## src/rtl/bootmode_pkg.sv

```systemverilog
package bootmode_pkg;

  typedef enum logic [1:0] {
    BM_SINGLE     = 2'b00,
    BM_INTROM_EXT = 2'b01,
    BM_EXTROM_EXT = 2'b10,
    BM_RSVD       = 2'b11
  } bus_mode_e;

  typedef enum logic [1:0] {
    BW_8    = 2'b00,
    BW_16   = 2'b01,
    BW_32   = 2'b10,
    BW_RSVD = 2'b11
  } bus_width_e;

  typedef struct packed {
    bus_mode_e  mode;
    bus_width_e width;
    logic       vec_internal;
    logic       pin_bad;
  } pin_cfg_t;

endpackage

```

## src/rtl/bm_pin_decode.sv

```systemverilog
module bm_pin_decode
  import bootmode_pkg::*;
#(
  parameter int PIN_W = 3
) (
  input  logic [PIN_W-1:0] code,
  output pin_cfg_t         cfg
);
  localparam int HI = PIN_W - 1;

  logic upper_set;

  generate
    if (PIN_W > 2) begin : g_upper
      assign upper_set = |code[HI:2];
    end else begin : g_no_upper
      assign upper_set = 1'b0;
    end
  endgenerate

  always_comb begin
    cfg.mode         = BM_EXTROM_EXT;
    cfg.width        = BW_8;
    cfg.vec_internal = 1'b0;
    cfg.pin_bad      = 1'b0;
    if (upper_set) begin
      cfg.pin_bad = 1'b1;
    end else begin
      unique case (code[1:0])
        2'b00: cfg.width = BW_8;
        2'b01: cfg.width = BW_16;
        2'b10: begin
          cfg.width   = BW_32;
          cfg.pin_bad = 1'b1;
        end
        default: begin
          cfg.mode         = BM_SINGLE;
          cfg.vec_internal = 1'b1;
        end
      endcase
    end
  end

endmodule

```

## src/rtl/bm_once_reg.sv

```systemverilog
module bm_once_reg
  import bootmode_pkg::*;
#(
  parameter int          ADDR_W    = 32,
  parameter int          DATA_W    = 8,
  parameter int          MODE_W    = 2,
  parameter logic [31:0] MODE_ADDR = 32'h0000_07FF
) (
  input  logic              clk,
  input  logic              rst,
  input  bus_mode_e         init_mode,
  input  logic              wr_en,
  input  logic [ADDR_W-1:0] wr_addr,
  input  logic [DATA_W-1:0] wr_data,
  output bus_mode_e         mode_q,
  output logic              locked_q,
  output logic              lock_now,
  output logic              illegal_q,
  output logic              rewrite_q
);
  localparam int RSV_W = DATA_W - MODE_W;
  localparam logic [ADDR_W-1:0] HIT_ADDR = MODE_ADDR[ADDR_W-1:0];

  logic              hit;
  logic [MODE_W-1:0] fld_mode;
  logic [RSV_W-1:0]  fld_rsv;
  logic              bad_enc;

  assign hit      = wr_en && (wr_addr == HIT_ADDR);
  assign fld_mode = wr_data[DATA_W-1 -: MODE_W];
  assign fld_rsv  = wr_data[RSV_W-1:0];
  assign bad_enc  = (&fld_mode) || (|fld_rsv);
  assign lock_now = hit && !locked_q && !bad_enc;

  always_ff @(posedge clk) begin
    if (rst) begin
      mode_q    <= init_mode;
      locked_q  <= 1'b0;
      illegal_q <= 1'b0;
      rewrite_q <= 1'b0;
    end else if (hit) begin
      if (locked_q) begin
        rewrite_q <= 1'b1;
      end else if (bad_enc) begin
        illegal_q <= 1'b1;
      end else begin
        mode_q   <= bus_mode_e'(fld_mode);
        locked_q <= 1'b1;
      end
    end
  end

endmodule

```

## src/rtl/bm_width_sel.sv

```systemverilog
module bm_width_sel
  import bootmode_pkg::*;
(
  input  logic       clk,
  input  logic       rst,
  input  bus_width_e init_width,
  input  bus_width_e pin_width,
  input  bus_width_e cfg_width,
  input  logic       use_cfg,
  output bus_width_e width_q
);
  always_ff @(posedge clk) begin
    if (rst)          width_q <= init_width;
    else if (use_cfg) width_q <= cfg_width;
    else              width_q <= pin_width;
  end
endmodule

```

## src/rtl/boot_mode_ctl.sv

```systemverilog
module boot_mode_ctl
  import bootmode_pkg::*;
#(
  parameter int          ADDR_W    = 32,
  parameter int          DATA_W    = 8,
  parameter int          PIN_W     = 3,
  parameter logic [31:0] MODE_ADDR = 32'h0000_07FF
) (
  input  logic              clk,
  input  logic              rst,
  input  logic [PIN_W-1:0]  mode_pins,
  input  logic              wr_en,
  input  logic [ADDR_W-1:0] wr_addr,
  input  logic [DATA_W-1:0] wr_data,
  input  logic [1:0]        area0_width,
  output logic [1:0]        bus_mode,
  output logic [1:0]        bus_width,
  output logic              vec_internal,
  output logic              pin_err,
  output logic              mode_locked,
  output logic              illegal_err,
  output logic              rewrite_err
);
  localparam int MODE_W = 2;

  logic [PIN_W-1:0] pin_q;
  logic [PIN_W-1:0] dec_in;
  pin_cfg_t         dec;
  bus_mode_e        mode_q;
  bus_width_e       width_q;
  logic             locked_q, lock_now;
  logic             vec_q, perr_q;

  // The strap register follows the pins only while reset is held,
  // so the last reset edge leaves the code that applies from then on.
  always_ff @(posedge clk) begin
    if (rst) begin
      pin_q  <= mode_pins;
      vec_q  <= dec.vec_internal;
      perr_q <= dec.pin_bad;
    end
  end

  assign dec_in = rst ? mode_pins : pin_q;

  bm_pin_decode #(.PIN_W(PIN_W)) u_dec (
    .code (dec_in),
    .cfg  (dec)
  );

  bm_once_reg #(
    .ADDR_W    (ADDR_W),
    .DATA_W    (DATA_W),
    .MODE_W    (MODE_W),
    .MODE_ADDR (MODE_ADDR)
  ) u_once (
    .clk       (clk),
    .rst       (rst),
    .init_mode (dec.mode),
    .wr_en     (wr_en),
    .wr_addr   (wr_addr),
    .wr_data   (wr_data),
    .mode_q    (mode_q),
    .locked_q  (locked_q),
    .lock_now  (lock_now),
    .illegal_q (illegal_err),
    .rewrite_q (rewrite_err)
  );

  bm_width_sel u_wsel (
    .clk        (clk),
    .rst        (rst),
    .init_width (dec.width),
    .pin_width  (dec.width),
    .cfg_width  (bus_width_e'(area0_width)),
    .use_cfg    (locked_q || lock_now),
    .width_q    (width_q)
  );

  assign bus_mode     = mode_q;
  assign bus_width    = width_q;
  assign vec_internal = vec_q;
  assign pin_err      = perr_q;
  assign mode_locked  = locked_q;

endmodule

```

## config.mk

```make
export PLATFORM = sky130hd
export DESIGN_NAME = boot_mode_ctl
export DESIGN_NICKNAME = d
export VERILOG_FILES = /design/src/rtl/bootmode_pkg.sv /design/src/rtl/bm_pin_decode.sv /design/src/rtl/bm_once_reg.sv /design/src/rtl/bm_width_sel.sv /design/src/rtl/boot_mode_ctl.sv
export SDC_FILE = /design/constraint.sdc
export NUM_CORES = 1
export LEC_CHECK = 0
export BUFFER_PORTS_ARGS = -buffer_cell sky130_fd_sc_hd__buf_2
export CORE_MARGIN = 8
export CORE_UTILIZATION = 37
export DETAILED_ROUTE_END_ITERATION = 16
export GPL_ROUTABILITY_DRIVEN = 0
export GPL_TIMING_DRIVEN = 0
export PLACE_DENSITY = 0.81
export SLEW_MARGIN = 0
export SYNTH_ARGS = -nofsm -noshare
export SYNTH_HDL_FRONTEND = slang
export SYNTH_SLANG_ARGS = --single-unit
```

## constraint.sdc

```tcl
create_clock -name clk -period 4.6 [get_ports clk]
set_input_delay 0.92 -clock clk [delete_from_list [all_inputs] [get_ports clk]]
set_output_delay 0.92 -clock clk [all_outputs]
set_load 0.005 [all_outputs]
```

==> out/metrics.cfg, run 1 <==
[routing]
drt_iter0_drc=5
drcViolationCount=0
drt-pass1-iter-count=4
ant_nets=0
num_vias=624
post_drt_wl_per_cell_um=13.31
vias_per_cell=4.763
wirelength_mm=1.743

[power_and_ir_drop]
powerDensity_nw_per_um2=240.2
ir_worst_vdd_uv=167.1
leakagePower_nw=0.4585

[yosys]
syn_nets=103
syn_inst=55
synth-simple-area-share_pct=28.69
synthTopCellsByArea=dfxtp_1 27%, edfxtp_1 20%, nor2_1 5.7%, a2111oi_4 4.6%, mux2_1 3.8%
ys_types=26
synthAdderAreaFrac_pct=0
synth_top_area_share_pct=27.00
synth_xor_area_share_pct=0
ys_seq_area_share_pct=47.26
synth_seq_cells=12
yosysWarnings=0
synth_top_family_by_area=simple AND/OR/NAND/NOR gates
syn_area_per_cell_um2=10.78
syn_area_um2=593.1
synth.area.mux_share_pct=9.072
synth_compound_area_share_pct=12.24
synth_area_leader_cell=dfxtp_1

[global_routing]
grt_use_total_pct=11.16
grt_max_degree=11
grt_overflow=0
grt_pass1_wl_mm=2.939
antenna_found_initial=0
grt_pass1_vias=699

[sta]
slew_headroom_pct=79.30
setup_viol=0
timing.fmax_ghz=0.4127
whs_ps=476.5
hold_violations=0
min_period_over_period_pct=52.67
rsz0062_at_grt=no
finClkSkew_ps=6.950
setup_tns_ps=0
period_needed_ps=2423
tightest_slew_ps=301.9
slew_violations=0

[worst_setup_path]
criticalPathCategory=in2reg
crit_family=simple AND/OR/NAND/NOR gates
required_ps=4750
crit_buf_inv=1
cp-end-kind=flop
slowest_stage=or4_1
crit_chain=buf_2 > or4_1 > a2111oi_4 > nand4_2 > a21oi_4 > mux2_1
cp-start-kind=input port
worstPathArrival_ps=2570
crit_path_max_fanout=3
critPathMaxStageDelay_ps=580

[finish]
fin_nets=164
area_growth_pct=55.06
fin_util_pct=61.05
num_antenna_cells=0
layout_commonest_cell=buf_2
stdcell_count=131
drive_above_1_share_pct=57.39
final_cell_mix=57 x buf_2, 9 x nor2_1, 8 x dfxtp_1, 4 x nand2_1, 4 x edfxtp_1

[cts]
clock-sinks=12
cts-htree-levels=1
worstSkewPairLatency_ps=270
cts_buffers=3
cts_hold_buffers=0
clkSlewWorstSetupHoldPaths_ps=70
cts_root_buffer=clkbuf_4
cts_max_path_buffers=2
cts_setup_buffers=0
cts_tree=built
ctsResizeCount=0

[placement]
dp.cells=127
port_buffers=56
dpl.hpwl_mm=1.637

[run_status]
status=completed

[worst_hold_path]
min_path_type=reg2reg

[run]
cap_violations=0

[floorplanning]
dieHeight_um=56.04
die_area_um2=3140
design.core.area_um2=1506
die_w_um=56.04
io_pins=57
start_util_pct=39.37
placementRows=14

[cells in the mapped netlist]
| library cell | n |
|---|---|
| a31oi_1 | 2 |
| nand4b_1 | 1 |
| buf_2 | 1 |
| or3_1 | 1 |
| nor4_1 | 2 |
| nor4bb_1 | 1 |
| or4b_4 | 1 |
| a41oi_1 | 1 |
| nand4_2 | 1 |
| or4_1 | 2 |
| nand2_1 | 4 |
| and3_1 | 2 |
| inv_1 | 3 |
| nor2b_1 | 1 |
| o21bai_1 | 1 |
| dfxtp_1 | 8 |
| a2111oi_4 | 1 |
| mux2_2 | 1 |
| mux2i_1 | 2 |
| mux2_1 | 2 |
| nor3_1 | 1 |
| nand4_1 | 1 |
| nor4_2 | 1 |
| a21oi_4 | 1 |
| edfxtp_1 | 4 |
| nor2_1 | 9 |
[flip-flops by register name, summed over array words and instances (netlist names)]
register	cells
pin_q	3
u_once.mode_q	2
u_wsel.width_q	2
pin_err	1
u_once.illegal_q	1
u_once.locked_q	1
u_once.rewrite_q	1
vec_internal	1
[layer usage]
| metal | part of all wire (%) | track usage [%] |
|---|---|---|
| met5 | 0 | 0 |
| met3 | 6.9 | 5.708 |
| met4 | 2.2 | 4.467 |
| met2 | 58 | 21.08 |
| met1 | 32 | 9.481 |
[cell families after synthesis]
logic type / after synthesis
AOI/OAI and AO/OA: 6
DFF: 12
muxes: 5
buffers and inverters: 4
and+or+nand+nor: 28
[final timing paths]
path                    startpoint                end  slack, ps  cells past startpoint
setup / recovery        wr_data[0]  u_wsel.width_q[1]       2180                      6
hold / removal    u_once.rewrite_q   u_once.rewrite_q        480                      2
setup reg to reg          pin_q[1]  u_wsel.width_q[1]       3490                      4
hold reg to reg   u_once.rewrite_q   u_once.rewrite_q        480                      2
[power by group]
group | switching, W | internal (W) | leakage [nW] | total, W
clock network | 0.0000309 | 0.0000314 | 0.0154 | 0.0000623
logic | 0.0000170 | 0.0000234 | 0.338 | 0.0000404
registers | 0.00000138 | 0.000117 | 0.105 | 0.000118
[cell type report]
class / instances / area [um^2]
clock inverter: 1 / 3.754
buffer: 1 / 5.005
fill: 160 / 586.8
sequential: 12 / 280.3
inverter: 3 / 11.26
multi-input combinational: 39 / 296.5
timing repair buffer: 56 / 280.3
clock buffer: 3 / 22.52
tap: 16 / 20.02
[worst register-to-register path, stage by stage, from the launching register on]
cell and delay, ps:
dfxtp_1 300, mux2_2 280, nand2_1 90, nor2_1 40, mux2_1 270
[per-stage QoR]
stage,setup WS (ps),power [W],instance area [um^2]
floorplan,2089,0.0001350,593.1
finish,2177,0.0002209,919.6
CTS,2153,0.0002242,919.6
global route,2091,0.0002374,919.6
global placement,1931,0.0001600,893.4
detailed placement,1872,0.0001619,893.4
No activity file was read; power rests on OpenSTA's default activity.
==> run 2: changes to the inputs <==
--- a/config.mk
+++ b/config.mk
@@ -7,11 +7,11 @@
 export LEC_CHECK = 0
 export BUFFER_PORTS_ARGS = -buffer_cell sky130_fd_sc_hd__buf_2
 export CORE_MARGIN = 8
-export CORE_UTILIZATION = 37
+export CORE_UTILIZATION = 35
 export DETAILED_ROUTE_END_ITERATION = 16
 export GPL_ROUTABILITY_DRIVEN = 0
 export GPL_TIMING_DRIVEN = 0
-export PLACE_DENSITY = 0.81
+export PLACE_DENSITY = 0.77
 export SLEW_MARGIN = 0
 export SYNTH_ARGS = -nofsm -noshare
 export SYNTH_HDL_FRONTEND = slang
==> constraint.sdc (replaced) <==
create_clock -name clk -period 2.45 [get_ports clk]
set_input_delay 0.49 -clock clk [delete_from_list [all_inputs] [get_ports clk]]
set_output_delay 0.49 -clock clk [all_outputs]
set_load 0.005 [all_outputs]
==> run 2 against run 1 <==
Effect of this change:
- sequential cell count stayed put
- first-iteration DRC count stayed put
- count of clock-buffer cells in the layout stayed put
- critical endpoint is now u_wsel.width_q[0]
- largest power group unchanged
==> out/metrics.cfg, run 2 (synthesis gave the netlist of run 1 again) <==
[sta]
tightest_slew_ps=333.2  ; +31.35 ps
whs_ps=417.0  ; -59.43 ps
period_needed_ps=1971
slew_violations=0  ; unchanged
setup_tns_ps=0  ; unchanged
finClkSkew_ps=4.749  ; -2.202 ps
setup_viol=0  ; unchanged
rsz0062_at_grt=no
slew_headroom_pct=77.15  ; -2.2 points
min_period_over_period_pct=80.46
hold_violations=0  ; unchanged
timing.fmax_ghz=0.5073

[global_routing]
grt_max_degree=11  ; unchanged
grt_pass1_wl_mm=2.987  ; +1.6%
antenna_found_initial=0  ; unchanged
grt_overflow=0  ; unchanged
grt_use_total_pct=11.37  ; +0.21 points
grt_pass1_vias=731  ; +4.6%

[cts]
cts_setup_buffers=0  ; unchanged
cts_buffers=3  ; unchanged
worstSkewPairLatency_ps=280  ; about the same
ctsResizeCount=0  ; unchanged
cts_tree=built
clock-sinks=12  ; unchanged
cts_max_path_buffers=2  ; unchanged
cts_hold_buffers=0  ; unchanged
cts-htree-levels=1  ; unchanged
clkSlewWorstSetupHoldPaths_ps=80  ; about the same
cts_root_buffer=clkbuf_4

[placement]
dpl.hpwl_mm=1.568  ; -4.3%
port_buffers=56  ; unchanged

[routing]
vias_per_cell=4.932  ; +3.5%
drcViolationCount=0  ; unchanged
wirelength_mm=1.778  ; +2.0%
drt_iter0_drc=5  ; unchanged
post_drt_wl_per_cell_um=13.47  ; +1.2%
num_vias=651  ; +4.3%
drt-pass1-iter-count=4  ; unchanged
ant_nets=0  ; unchanged

[finish]
ff_latch_area_um2=280.3  ; unchanged
area_growth_pct=55.27
top_register=pin_q
multiInputGateArea_um2=296.5  ; unchanged
fill_cells=156  ; -2.5%
fin_nets=164  ; unchanged
largest_reg_flops=3  ; unchanged
final_cell_mix=57 x buf_2, 9 x nor2_1, 8 x dfxtp_1, 4 x nand2_1, 4 x edfxtp_1
layout_commonest_cell=buf_2
num_antenna_cells=0  ; unchanged
drive_above_1_share_pct=57.39  ; unchanged
reg_top3=pin_q: 3 flops, u_once.mode_q: 2 flops, u_wsel.width_q: 2 flops

[floorplanning]
placementRows=15  ; +1
die_w_um=57.17  ; +2.0%
design.core.area_um2=1652  ; +9.6%
start_util_pct=35.91  ; -3.5 points
dieHeight_um=57.17  ; +2.0%
die_area_um2=3268  ; +4.1%
io_pins=57  ; unchanged

[worst_setup_path]
worstPathArrival_ps=2140  ; -430 ps
cp-start-kind=input port
criticalPathCategory=in2reg
crit_path_max_fanout=3  ; unchanged
required_ps=2620  ; -2130 ps
cp-end-kind=flop

[worst_hold_path]
min_path_type=in2reg

[power_and_ir_drop]
leakagePower_nw=0.4585  ; unchanged
powerDensity_nw_per_um2=462.1  ; +92%
ir_worst_vdd_uv=205.7  ; +23%

[run_status]
status=completed

[run]
cap_violations=0  ; unchanged

## run 2: area by class of cell
type	instances	share of cell area, %
Buffer	1	0.5435
Sequential cell	12	30.43
Clock inverter	1	0.4076
Multi-Input combinational cell	39	32.20
Timing Repair Buffer	56	30.43
Tap cell	17	2.310
Clock buffer	3	2.446
Inverter	3	1.223
## run 2: power by group
group          internal [W]  leakage, nW  switching (W)
combinational     0.0000438        0.338      0.0000325
clock             0.0000590       0.0154      0.0000677
sequential         0.000219        0.105     0.00000312
## run 2: worst paths after layout
path | from | end | slack (ps) | depth (start not counted)
max | wr_data[0] | u_wsel.width_q[0] | 480 | 6
min | area0_width[0] | u_wsel.width_q[0] | 420 | 2
max reg2reg | pin_q[1] | u_wsel.width_q[1] | 1370 | 4
min reg2reg | u_once.illegal_q | u_once.illegal_q | 490 | 2
## run 2: layer usage
layer / global-route usage, % / up-vias / routed length, um
li1: - / 329 / -
met1: 10.34 / 290 / 664
met2: 21.24 / 27 / 972
met3: 2.661 / 5 / 89
met4: 8.054 / 0 / 52
met5: 0 / - / 0
## run 2: metrics by stage
step	util, %	setup slack [ps]	area, um^2	power, W	std cells
after floorplan	-	368.5	593.1	0.0002535	55
after global placement	54.17	191.9	894.6	0.0003001	128
after detailed placement	54.17	174.4	894.6	0.0003039	128
after CTS	55.76	474.5	920.9	0.0004311	132
after global routing	55.76	412.9	920.9	0.0004538	132
final	55.76	478.8	920.9	0.0004256	132
## run 2: worst max-delay path: stages
cell	delay, ps
buf_2	90
or4_1	570
a2111oi_4	260
nand4_2	190
a21oi_4	210
mux2_1	330
